**src/rtl/txfir_pkg.sv**
```systemverilog
// Shared types for the transmit FIR encoder.
// Assumes nothing beyond standard SystemVerilog packed types.
package txfir_pkg;

    // Delay spacing of the filter taps
    typedef enum logic {
        SPACING_FULL = 1'b0,
        SPACING_HALF = 1'b1
    } txfir_spacing_e;

    // One filter sample: presence strobe and NRZ level (1 = +1, 0 = -1)
    typedef struct packed {
        logic valid;
        logic level;
    } txfir_samp_t;

endpackage

```
**src/rtl/txfir_coef_guard.sv**
```systemverilog
// Registers the coefficient magnitudes and flags any set whose total
// exceeds the peak budget LIMIT. Assumes unsigned magnitudes; both the
// registered set and the flag change on the same edge, so downstream
// logic always sees a consistent pair.
module txfir_coef_guard #(
    parameter int COEF_W = 8,
    parameter int LIMIT  = 128
) (
    input  logic              clk,
    input  logic              rst_n,
    input  logic [COEF_W-1:0] coef_pre,
    input  logic [COEF_W-1:0] coef_post1,
    input  logic [COEF_W-1:0] coef_post2,
    output logic [COEF_W-1:0] cq_pre,
    output logic [COEF_W-1:0] cq_post1,
    output logic [COEF_W-1:0] cq_post2,
    output logic              err_q
);
    localparam int SUM_W = COEF_W + 2;

    logic [SUM_W-1:0] mag_sum;
    logic             over_budget;

    // Total magnitude of the three side taps
    always_comb begin
        mag_sum = SUM_W'(coef_pre) + SUM_W'(coef_post1) + SUM_W'(coef_post2);
        over_budget = (int'(mag_sum) > LIMIT);
    end

    // Capture coefficients and their budget check together
    always_ff @(posedge clk) begin
        if (!rst_n) begin
            cq_pre   <= '0;
            cq_post1 <= '0;
            cq_post2 <= '0;
            err_q    <= 1'b0;
        end else begin
            cq_pre   <= coef_pre;
            cq_post1 <= coef_post1;
            cq_post2 <= coef_post2;
            err_q    <= over_budget;
        end
    end

    AST_ZERO_SET_LEGAL: assert property (@(posedge clk) disable iff (!rst_n)
        (coef_pre == '0 && coef_post1 == '0 && coef_post2 == '0) |=> !err_q);

endmodule

```
**src/rtl/txfir_tap_sum.sv**
```systemverilog
// Holds the three-sample history and forms the weighted sum
// pre*s0 + 1.0*s1 - post1*s2 - post2*s3, where s0 is the arriving sample.
// Saturates to +-FS. While the coefficient set is in error, it forces
// full scale with the sign of the main tap. Assumes the history resets
// to -1 (idle low).
module txfir_tap_sum
    import txfir_pkg::*;
#(
    parameter int COEF_W = 8,
    parameter int OUT_W  = 10
) (
    input  logic                    clk,
    input  logic                    rst_n,
    input  txfir_samp_t             samp,
    input  logic [COEF_W-1:0]       cq_pre,
    input  logic [COEF_W-1:0]       cq_post1,
    input  logic [COEF_W-1:0]       cq_post2,
    input  logic                    err_q,
    output logic                    drive_valid,
    output logic signed [OUT_W-1:0] drive_code
);
    localparam int HIST_D = 3;
    localparam int UNITY  = 1 << (COEF_W - 1);
    localparam int FS     = (1 << (OUT_W - 1)) - 1;

    logic [HIST_D-1:0]       hist_q;
    int                      acc;
    int                      sat;
    logic signed [OUT_W-1:0] code_d;

    // Map an NRZ level to +1 or -1
    function automatic int lvl(input logic b);
        return b ? 1 : -1;
    endfunction

    // Weighted sum, then error override or saturation
    always_comb begin
        acc = int'(cq_pre) * lvl(samp.level)
            + UNITY * lvl(hist_q[0])
            - int'(cq_post1) * lvl(hist_q[1])
            - int'(cq_post2) * lvl(hist_q[2]);
        if (err_q)
            sat = hist_q[0] ? FS : -FS;
        else if (acc > FS)
            sat = FS;
        else if (acc < -FS)
            sat = -FS;
        else
            sat = acc;
        code_d = OUT_W'(sat);
    end

    // Shift history and register the output on each sample
    always_ff @(posedge clk) begin
        if (!rst_n) begin
            hist_q      <= '0;
            drive_valid <= 1'b0;
            drive_code  <= '0;
        end else begin
            drive_valid <= samp.valid;
            if (samp.valid) begin
                hist_q     <= {hist_q[HIST_D-2:0], samp.level};
                drive_code <= code_d;
            end
        end
    end

    AST_CODE_HOLD: assert property (@(posedge clk) disable iff (!rst_n)
        !samp.valid |=> $stable(drive_code));
    AST_ERR_FULLSCALE: assert property (@(posedge clk) disable iff (!rst_n)
        (err_q && samp.valid) |=> (int'(drive_code) == FS || int'(drive_code) == -FS));
    AST_CODE_BOUND: assert property (@(posedge clk) disable iff (!rst_n)
        drive_valid |-> (int'(drive_code) <= FS && int'(drive_code) >= -FS));

endmodule

```
**src/rtl/txfir_encoder.sv**
```systemverilog
// Transmit FIR pre-emphasis encoder top. It turns an NRZ bit stream into
// a saturated signed drive code. With half-symbol spacing, clk runs at
// twice the bit rate: every bit is presented as two samples (one per
// half bit period) and bits must be at least two cycles apart.
module txfir_encoder
    import txfir_pkg::*;
#(
    parameter int             COEF_W  = 8,
    parameter int             OUT_W   = 10,
    parameter txfir_spacing_e SPACING = SPACING_FULL
) (
    input  logic                    clk,
    input  logic                    rst_n,
    input  logic                    bit_valid,
    input  logic                    bit_in,
    input  logic [COEF_W-1:0]       coef_pre,
    input  logic [COEF_W-1:0]       coef_post1,
    input  logic [COEF_W-1:0]       coef_post2,
    output logic                    drive_valid,
    output logic signed [OUT_W-1:0] drive_code,
    output logic                    coef_err
);
    localparam int LIMIT = 1 << (COEF_W - 1);

    txfir_samp_t       samp;
    logic [COEF_W-1:0] cq_pre;
    logic [COEF_W-1:0] cq_post1;
    logic [COEF_W-1:0] cq_post2;
    logic              err_q;

    generate
        if (SPACING == SPACING_HALF) begin : g_half
            logic rep_q;
            logic rep_lvl_q;

            // Remember the bit so it is replayed in the second half period
            always_ff @(posedge clk) begin
                if (!rst_n) begin
                    rep_q     <= 1'b0;
                    rep_lvl_q <= 1'b0;
                end else begin
                    rep_q     <= bit_valid;
                    rep_lvl_q <= bit_in;
                end
            end

            assign samp = txfir_samp_t'({bit_valid | rep_q, bit_valid ? bit_in : rep_lvl_q});

            AST_HALF_SPACING: assert property (@(posedge clk) disable iff (!rst_n)
                bit_valid |=> !bit_valid);
            AST_HALF_REPEAT: assert property (@(posedge clk) disable iff (!rst_n)
                bit_valid |=> (samp.valid && samp.level == $past(bit_in)));
        end else begin : g_full
            assign samp = txfir_samp_t'({bit_valid, bit_in});
        end
    endgenerate

    txfir_coef_guard #(
        .COEF_W (COEF_W),
        .LIMIT  (LIMIT)
    ) u_guard (
        .clk        (clk),
        .rst_n      (rst_n),
        .coef_pre   (coef_pre),
        .coef_post1 (coef_post1),
        .coef_post2 (coef_post2),
        .cq_pre     (cq_pre),
        .cq_post1   (cq_post1),
        .cq_post2   (cq_post2),
        .err_q      (err_q)
    );

    txfir_tap_sum #(
        .COEF_W (COEF_W),
        .OUT_W  (OUT_W)
    ) u_sum (
        .clk         (clk),
        .rst_n       (rst_n),
        .samp        (samp),
        .cq_pre      (cq_pre),
        .cq_post1    (cq_post1),
        .cq_post2    (cq_post2),
        .err_q       (err_q),
        .drive_valid (drive_valid),
        .drive_code  (drive_code)
    );

    assign coef_err = err_q;

    AST_OUT_AFTER_IN: assert property (@(posedge clk) disable iff (!rst_n)
        bit_valid |=> drive_valid);

endmodule

```
**config.mk**
```make
export PLATFORM = sky130hd
export DESIGN_NAME = txfir_encoder
export DESIGN_NICKNAME = d
export VERILOG_FILES = /design/src/rtl/txfir_pkg.sv /design/src/rtl/txfir_coef_guard.sv /design/src/rtl/txfir_tap_sum.sv /design/src/rtl/txfir_encoder.sv
export SDC_FILE = /design/constraint.sdc
export NUM_CORES = 1
export LEC_CHECK = 0
export BUFFER_PORTS_ARGS = -buffer_cell sky130_fd_sc_hd__buf_2
export CAP_MARGIN = 15
export CORE_MARGIN = 10
export CORE_UTILIZATION = 45
export CTS_CLUSTER_SIZE = 8
export DETAILED_ROUTE_END_ITERATION = 8
export PLACE_DENSITY = 0.68
export SYNTH_ARGS = -nofsm -noshare
export SYNTH_HDL_FRONTEND = slang
export SYNTH_HIERARCHICAL = 1
export SYNTH_SLANG_ARGS = --single-unit
```
**constraint.sdc**
```tcl
create_clock -name clk -period 8.4 [get_ports clk]
set_input_delay 0.84 -clock clk [delete_from_list [all_inputs] [get_ports clk]]
set_output_delay 0.84 -clock clk [all_outputs]
set_load 0.01 [all_outputs]
```
==> results.yml <==
outcome:
  status: "complete, no violations"
finish:
  drive_gt1_share_pct: 9.66
  nNetsFinal: 989
  fin_util_pct: 50.4
  fin_area_um2: 7380
  n_antenna_cell: 0
  synthToLayoutAreaGrowth_pct: 8.74
route:
  vias: 4447
  routed_wl_mm: 13.6
  drt-initial-drc-count: 138
  ant_nets: 0
  vias_per_cell: 4.79
  drc_errors: 0
  dr.pass1.iters: 4
  wl_per_cell_um: 14.7
worst_setup_path:
  regToRegStartpoint: "u_sum/hist_q[1]"
  startpoint_type: "input pin"
  crit_top_cell: "fa_1"
  critPathKind: "in2reg"
  critical_path.startpoint: "bit_in"
  max_stage_delay_ps: 570
  cp-end-kind: "register"
  rr_worst_depth: 25
  cp.required_ps: 8570
  critical_path.top_delay_family: "adder cells"
  crit_end: "u_sum/drive_code[1]"
  r2r-end: "u_sum/drive_code[1]"
  crit_cells: 27
  cp_slowest_cell: "fa_1"
  rrSetupSlack_ps: 490
  arrival_ps: 8240
  cp_max_fo: 9
  path_buf_inv: 7
sta:
  worst_slew_pin_slew_ps: 542
  post-route-period-util_pct: 96.1
  rsz0062_at_grt: "true"
  drv_slew: 0
  max_clock_freq_ghz: 0.124
  finalSetupViolCount: 0
  hold_viol_final: 0
  finClkSkew_ps: 9.51
  tns_ps: 0
  slew_headroom_pct: 63.9
  layout_min_cycle_time_ps: 8070
place:
  gp_congestion: 0.871
  place_area_um2: 7200
  hpwl_mm: 12.4
  numPortBuffers: 39
worst_hold_path:
  hold_class: "reg2reg"
  worstHoldStart: "u_sum/drive_code[9]"
cts:
  holdBufCountCts: 0
  cts_tree: "yes"
  root_buffer: "clkbuf_16"
  clk_latency_ps: 290
  clock_sinks: 39
  path_clk_slew_ps: 60
  cts_buffers: 5
  cts_buffer_depth: 2
  htree_levels: 2
yosys:
  synth.distinct_cells: 55
  ys.flop_type: "dfxtp_1"
  synth_edf_count: 0
  synth_most_common_cell: "inv_1"
  async_reset_ff_share_pct: 0
  yosysWarningCount: 6
  synth-seq-area-share_pct: 11.5
  yosys.area.top_type: "fa_1"
  synth.area.top_cells: "fa_1 (39%), ha_1 (16%), inv_1 (12%)"
  synth_fp_nets: 947
  synth_area_um2: 6780
  syn_inst: 702
  syn-mean-instance-area_um2: 9.66
  synth_commonest_cells: "inv_1 (220), fa_1 (132), ha_1 (85)"
  ys_seq_elements: 39
  netlist.area_leader.share_pct: 39.0
floorplanning:
  floorplan.die.height_um: 143
  initial_core_util_pct: 46.3
  ios: 40
  core_um2: 14600
  row_count: 44
  die-area_um2: 20400
  die_w_um: 143
global_route:
  grt_overflow_total: 0
  track_usage_pct: 14.6
  antenna_found_initial: 0
  grt_pass1_wl_mm: 23.9
  grt_pass1_vias: 4903
  grt_max_degree: 37
job:
  drv_cap: 0
-- layout make-up --
cell class	instances	area, um^2
Clock buffer	5	125
Multi-Input combinational cell	435	5150
Timing Repair Buffer	42	218
Inverter	221	830
Tap cell	184	230
Sequential cell	39	782
Clock inverter	3	43.8
Fill cell	1399	7270
-- what timing repair did --
action	4_1_cts	5_1_grt
buffers inserted	0	0
endpoints found under the setup margin	0	8
gates resized for setup	0	2
-- flip-flops by register name, indices dropped and copies added (netlist names) --
signal	flops
u_sum/drive_code	10
u_sum/hist_q	3
u_sum/drive_valid	1
u_guard/cq_pre	8
u_guard/cq_post2	8
u_guard/cq_post1	8
u_guard/err_q	1
-- cells by family after synthesis --
group                    share of synthesized area (%)
XOR/XNOR                                          2.32
AO/OA/AOI/OAI                                     8.28
multiplexers                                     0.590
AND/OR/NAND/NOR                                   10.0
flip-flops                                        11.5
buffers and inverters                             12.6
adder cells (fa/ha/maj)                           54.6
-- worst min-delay path by stage --
stage / to / slack [ps] / cells past startpoint
after global routing: u_sum/drive_code[9] / 520 / 2
final: u_sum/drive_code[9] / 490 / 2
after CTS: u_sum/drive_code[9] / 480 / 2
after floorplan: u_sum/drive_code[9] / 500 / 2
after global placement: u_sum/drive_code[9] / 470 / 2
after detailed placement: u_sum/drive_code[9] / 470 / 2
-- stage by stage --
stage / hold WS [ps] / instances / setup WS (ps)
6_report: 486 / 929 / 327
5_1_grt: 520 / 929 / -1.03
4_1_cts: 484 / 929 / 340
3_5_place_dp: 473 / 921 / 11.7
3_3_place_gp: 471 / 921 / 221
2_1_floorplan: 501 / 702 / 611
-- layout by cell type (no fill, tap or decap), drive strengths merged, types with 2 or more instances in the layout --
master   Yosys  layout
a211oi       7       7
a21oi       18      18
mux2i        4       4
nor3b        4       4
a21o         7       7
nor4         4       4
nor2b        6       6
inv        220     220
a21boi       5       5
o2111ai      3       3
nor2        26      26
nand3b       2       2
nand2b      26      26
nand3        7       7
o21ai       12      12
and2        23      23
fa         132     132
o211ai       9       9
or2          2       2
o22ai        3       3
buf          2      42
o2bb2ai      2       2
and3         4       4
xnor2        9       9
a31oi        4       4
ha          85      85
clkbuf       5       5
nand2       10      10
xor2         9       9
dfxtp       39      39
clkinv       1       3
-- worst reg2reg max path: stages (launching register included) --
cell,delay (ps)
dfxtp_1,550
nand2b_1,260
ha_1,270
xor2_1,370
xor2_1,120
ha_1,190
a21o_1,180
fa_1,460
fa_1,550
inv_1,50
fa_1,460
fa_1,570
fa_1,560
inv_1,50
fa_1,490
ha_1,410
o211ai_1,170
o211ai_1,300
nand4_1,170
nand3b_1,130
fa_1,430
nor2_1,110
nor4b_1,250
o2111ai_1,290
a21boi_2,300
a211oi_1,110
-- layer usage --
metal	wire length, um	share of wire (%)	global-route usage (%)
met5	0	0	0
met2	6710	49	23.7
met3	404	3.0	1.99
met1	6420	47	20.5
met4	106	0.78	2.55
Power is not shown: default switching activity piles up to over one toggle a cycle in this logic, so the estimate is an artifact.
